## config.mk

```make
export PLATFORM = sky130hd
export DESIGN_NAME = rxcg_aligner
export DESIGN_NICKNAME = d
export VERILOG_FILES = /design/src/rtl/rxcg_pkg.sv /design/src/rtl/rxcg_comma_match.sv /design/src/rtl/rxcg_delay.sv /design/src/rtl/rxcg_strobe.sv /design/src/rtl/rxcg_aligner.sv
export SDC_FILE = /design/constraint.sdc
export NUM_CORES = 1
export LEC_CHECK = 0
export BUFFER_PORTS_ARGS = -buffer_cell sky130_fd_sc_hd__clkbuf_2
export CAP_MARGIN = 10
export CORE_MARGIN = 2
export CORE_UTILIZATION = 60
export CTS_BUF_LIST = sky130_fd_sc_hd__clkbuf_8
export CTS_CLUSTER_DIAMETER = 120
export DETAILED_ROUTE_END_ITERATION = 8
export PLACE_DENSITY = 0.8
export REMOVE_ABC_BUFFERS = 1
export SLEW_MARGIN = 20
export SYNTH_ARGS = -nofsm -noshare
export SYNTH_HDL_FRONTEND = slang
export SYNTH_SLANG_ARGS = --single-unit
```

## constraint.sdc

```tcl
create_clock -name clk -period 1.6 [get_ports clk]
set_clock_uncertainty 0.1 [all_clocks]
set_input_delay 0.32 -clock clk [delete_from_list [all_inputs] [get_ports clk]]
set_output_delay 0.32 -clock clk [all_outputs]
set_load 0.01 [all_outputs]
```

## src/rtl/rxcg_pkg.sv

```systemverilog
package rxcg_pkg;
   localparam int CG_W = 10;
   typedef logic [CG_W-1:0] cgroup_t;
   // low seven bits, bit 0 first on the line
   localparam logic [6:0] COMMA_POS = 7'b1111100;
   localparam logic [6:0] COMMA_NEG = 7'b0000011;
endpackage

```

## src/rtl/rxcg_comma_match.sv

```systemverilog
module rxcg_comma_match #(
   parameter bit BOTH_SIGNS = 1'b1
) (
   input  rxcg_pkg::cgroup_t cg,
   output logic              hit
);
   generate
      if (BOTH_SIGNS) begin : g_both
         assign hit = (cg[6:0] == rxcg_pkg::COMMA_POS) ||
                      (cg[6:0] == rxcg_pkg::COMMA_NEG);
      end else begin : g_pos
         assign hit = (cg[6:0] == rxcg_pkg::COMMA_POS);
      end
   endgenerate
endmodule

```

## src/rtl/rxcg_delay.sv

```systemverilog
module rxcg_delay #(
   parameter int DEPTH = 8
) (
   input  logic              clk,
   input  logic              rst,
   input  logic              adv,
   input  rxcg_pkg::cgroup_t din,
   output rxcg_pkg::cgroup_t head,
   output rxcg_pkg::cgroup_t ahead
);
   localparam int W = rxcg_pkg::CG_W;

   logic [DEPTH-1:0][W-1:0] stg;

   always_ff @(posedge clk) begin
      if (rst)      stg <= '0;
      else if (adv) stg <= {stg[DEPTH-2:0], din};
   end

   assign head  = stg[DEPTH-1];
   assign ahead = stg[DEPTH-2];
endmodule

```

## src/rtl/rxcg_strobe.sv

```systemverilog
module rxcg_strobe (
   input  logic clk,
   input  logic rst,
   input  logic half,
   input  logic tick,
   input  logic hold,
   output logic stb_a,
   output logic stb_b
);
   logic mid;

   always_ff @(posedge clk) begin
      if (rst) mid <= 1'b0;
      else     mid <= tick;
   end

   always_ff @(posedge clk) begin
      if (rst) begin
         stb_b <= 1'b0;
         stb_a <= 1'b1;
      end else if (!half) begin
         stb_a <= 1'b1;
         if (tick)     stb_b <= 1'b0;
         else if (mid) stb_b <= 1'b1;
      end else if (mid && !hold) begin
         stb_b <= ~stb_b;
         stb_a <= stb_b;
      end else begin
         stb_a <= ~stb_b;
      end
   end
endmodule

```

## src/rtl/rxcg_aligner.sv

```systemverilog
module rxcg_aligner #(
   parameter int LAT_WORDS  = 8,
   parameter bit BOTH_SIGNS = 1'b1
) (
   input  logic       clk,
   input  logic       rst,
   input  logic       rate_half,
   input  logic       det_en,
   input  logic       in_tick,
   input  logic [9:0] rx_cg,
   output logic [9:0] out_cg,
   output logic       out_stb_a,
   output logic       out_stb_b,
   output logic       comma_det
);
   import rxcg_pkg::*;

   generate
      if (LAT_WORDS < 2) begin : g_bad_lat
         $error("rxcg_aligner: LAT_WORDS must be at least 2");
      end
   endgenerate

   cgroup_t head_w, ahead_w, out_q;
   logic    hit_head, hit_ahead;
   logic    comma_q, hold_q;

   rxcg_delay #(.DEPTH(LAT_WORDS)) u_dly (
      .clk(clk), .rst(rst), .adv(in_tick), .din(rx_cg),
      .head(head_w), .ahead(ahead_w)
   );

   rxcg_comma_match #(.BOTH_SIGNS(BOTH_SIGNS)) u_m_head (
      .cg(head_w), .hit(hit_head)
   );

   rxcg_comma_match #(.BOTH_SIGNS(BOTH_SIGNS)) u_m_ahead (
      .cg(ahead_w), .hit(hit_ahead)
   );

   // word boundary: load the bus and decide whether this word is held
   always_ff @(posedge clk) begin
      if (rst) begin
         out_q   <= '0;
         comma_q <= 1'b0;
         hold_q  <= 1'b0;
      end else if (in_tick) begin
         out_q   <= head_w;
         comma_q <= hit_head;
         hold_q  <= rate_half && hit_ahead && !hit_head && !out_stb_b;
      end
   end

   rxcg_strobe u_stb (
      .clk(clk), .rst(rst), .half(rate_half), .tick(in_tick), .hold(hold_q),
      .stb_a(out_stb_a), .stb_b(out_stb_b)
   );

   assign out_cg    = out_q;
   assign comma_det = comma_q & det_en;
endmodule

```

==> metrics.md <==
| Metric | Value |
|---|---|
| Maximum fanout along the worst path | `5` |
| CTS tree | `yes` |
| Pre-Repair DR Iteration Count | `6` |
| Total of warnings raised by yosys | `0` |
| Post-synth top cells | `95 x sky130_fd_sc_hd__dfxtp_1, 93 x sky130_fd_sc_hd__nor2_1, 90 x sky130_fd_sc_hd__mux2i_1` |
| Setup fix buffers added after clock tree synthesis | `0` |
| Final weighted congestion in routability-driven placement | `0.7124` |
| Clock Pin Slew Worst Setup and Hold Paths | `0.08 ns` |
| Total Power Consumption | `4.058 mW` |
| CP Cell Sequence | `clkbuf_2` |
| Worst Path Buf+Inv | `1` |
| Max Fclk | `735.6 MHz` |
| Critical setup path kind | `flip-flop to output pin` |
| Leakage power figure | `1.790 nW` |
| Ratio of routed vias to standard cells | `5.115` |
| Largest area contributor in the synthesized netlist | `sky130_fd_sc_hd__dfxtp_1` |
| Largest net degree at the start of global routing | `50` |
| First-iteration detailed-routing DRC count | `65` |
| # port buffers | `27` |
| Pin slew with the least headroom to its limit | `0.3085 ns` |
| Top cell family by delay on the critical path | `flip-flops` |
| Most used standard cell by instance count after synthesis | `sky130_fd_sc_hd__dfxtp_1` |
| Cell types occupying the most area after synthesis | `sky130_fd_sc_hd__dfxtp_1 55%, sky130_fd_sc_hd__mux2i_1 26%, sky130_fd_sc_hd__nor2_1 10%` |
| Clock latency reported for the late side of the worst-skew pair | `0.34 ns` |
| Routed Antenna Nets | `0` |
| Total power divided by cell area | `1044 nW/um^2` |
| Seq/Total Area, Yosys | `0.5474` |
| Crit start category | `flip-flop` |
| Share of Yosys cell area claimed by the top area cell type | `0.5474` |
| Final setup fails | `0` |
| Power dissipated by switching net loads | `0.8711 mW` |
| Asr flop ratio synth | `0` |
| Per-instance average area after synthesis | `10.76 um^2` |
| Core footprint | `5540 um^2` |
| Synth Register Bits | `95` |
| Worst-case setup margin in the final layout | `0.2405 ns` |
| Total length of routed wires | `5.315 mm` |
| Power share of the combinational group | `0.062` |
| Number of diodes | `0` |
| Pins over their slew limit | `0` |
| Cell at the root of the clock tree | `sky130_fd_sc_hd__clkbuf_8` |
| Clock H-tree levels | `3` |
| Cell-internal power | `3.187 mW` |
| Shortest period the worst path allows | `1.360 ns` |
| GRT Resource Usage Total | `0.1787` |
| Final worst path period share | `0.8497` |
| DRC errors left | `0` |
| Area growth from synthesis to final layout | `11.88%` |
| Area of the die | `6416 um^2` |
| Wire length per cell after detailed routing | `12.45 um` |
| CTS-repair resized insts | `0` |
| Reported max-cap violation count | `0` |
| Number of global-route vias before repair | `2061` |
| Number of enable flip-flop cells after synthesis | `0` |
| Number of clock sinks | `95` |
| Dominant synthesized flop cell | `sky130_fd_sc_hd__dfxtp_1` |
| Aggregate negative setup slack | `0 ns` |
| Initial cell density of the core | `0.6271` |
| Hold violation total from the final report | `0` |
| Status | `complete, no violations` |
| Total number of nets in the final design | `366` |
| Arr. time, crit path | `0.94 ns` |
| Number of library cell types mapped by synthesis | `24` |
| Row count | `27` |
| Endpoint required time on the critical path | `1.18 ns` |
| Maximum clock path buffer count | `2` |
| Proportion of total power due to net switching | `0.2147` |
| Setup repair after global routing missed its margin | `false` |
| Element type at the critical path end | `output pin` |
| Tightest slew margin relative to the limit | `0.7940` |
| Antenna violations before repair | `0` |
| Cells after Synth | `323` |
| Global-route wire length before repair | `8.907 mm` |
| VDD IR-drop max | `726.3 uV` |
| Height of the die | `80.10 um` |
| Post-detailed-placement half-perimeter wirelength | `3.568 mm` |
| Path type of the worst min-delay path | `primary input to flip-flop` |
| Seq pwr share | `0.596` |
| Cell type of the slowest stage on the worst timing path | `sky130_fd_sc_hd__dfxtp_1` |
| Share of total power in the clock network | `0.343` |
| Pre-CTS setup slack | `0.2491 ns` |
| Number of buffers inserted by hold repair at cts | `0` |
| Remaining global-route overflow | `0` |
| Width of the die | `80.10 um` |
| DR vias | `2184` |
| Top-level I/O count | `28` |
| Summed instance area of the synthesized netlist | `3475 um^2` |
| Fraction of final layout cells sized beyond drive strength 1 | `0.1493` |
| Crit path largest cell delay | `0.43 ns` |
| Number of buffers added by the clock tree synthesis step | `9` |
## metrics by stage
step / cells / hold WS (ns) / utilization / instance area [um^2]
after floorplan: 303 / 0.2867 / - / 3333
after global placement: 412 / 0.3680 / 0.6698 / 3711
after detailed placement: 412 / 0.3808 / 0.6698 / 3711
after CTS: 427 / 0.09350 / 0.7017 / 3887
after global routing: 427 / 0.1147 / 0.7017 / 3887
final: 427 / 0.1119 / 0.7017 / 3887
## area by class of cell
type,count,area [um^2]
tap,72,90.09
multi-input combinational,206,1424
clock inverter,3,11.26
timing repair buffer,37,287.8
fill,448,1653
clock buffer,12,165.2
inverter,2,7.507
sequential,95,1902
## registers in the layout, summed over array words and instances, names as in the netlist
name and cells:
comma_q 1, u_stb.stb_b 1, u_dly.head 10, u_dly.stg 60, u_stb.stb_a 1, u_stb.mid 1, u_dly.ahead 10, out_cg 10
hold_q 1
## power by group through the flow
| stage | Sequential, mW | Combinational, mW | Clock [mW] |
|---|---|---|---|
| 2_1_floorplan | 2.47 | 0.0932 | 0 |
| 3_3_place_gp | 2.47 | 0.248 | 0 |
| 3_5_place_dp | 2.47 | 0.251 | 0 |
| 4_1_cts | 2.42 | 0.252 | 1.43 |
| 5_1_grt | 2.42 | 0.273 | 1.52 |
| 6_report | 2.42 | 0.250 | 1.39 |
## cells by family after synthesis
kind of cell	after synthesis	share of synthesized area
XOR/XNOR	1	0.002521
AND/OR/NAND/NOR	109	0.1311
AO/OA/AOI/OAI	6	0.01693
buffers and inverters	22	0.04285
flip-flops	95	0.5474
multiplexers	90	0.2593
## per-layer routing
layer	track usage	part of all wire	vias up
li1	-	-	1133
met1	0.2276	0.50	1016
met2	0.2842	0.45	26
met3	0.03708	0.028	9
met5	0	0	-
met4	0.09661	0.017	0
## placed cells by master, fill, tap and decap left out, drive strengths merged, types with 2 or more instances in the layout
master	instances
inv	5
mux2i	90
nor3	2
nand3	3
clkbuf	38
nand2	4
buf	11
dfxtp	95
nand4b	2
nor4b	2
nor2	93
## worst paths after layout
path / from / to / slack, ns / cells past startpoint
max: u_stb.stb_b / out_stb_b / 0.24 / 1
min: rx_cg[3] / u_dly.stg[3] / 0.11 / 3
max reg2reg: u_dly.ahead[4] / hold_q / 0.35 / 3
min reg2reg: u_dly.stg[18] / u_dly.stg[18] / 0.40 / 2
Note: power is estimated with default switching activity, not from simulation.
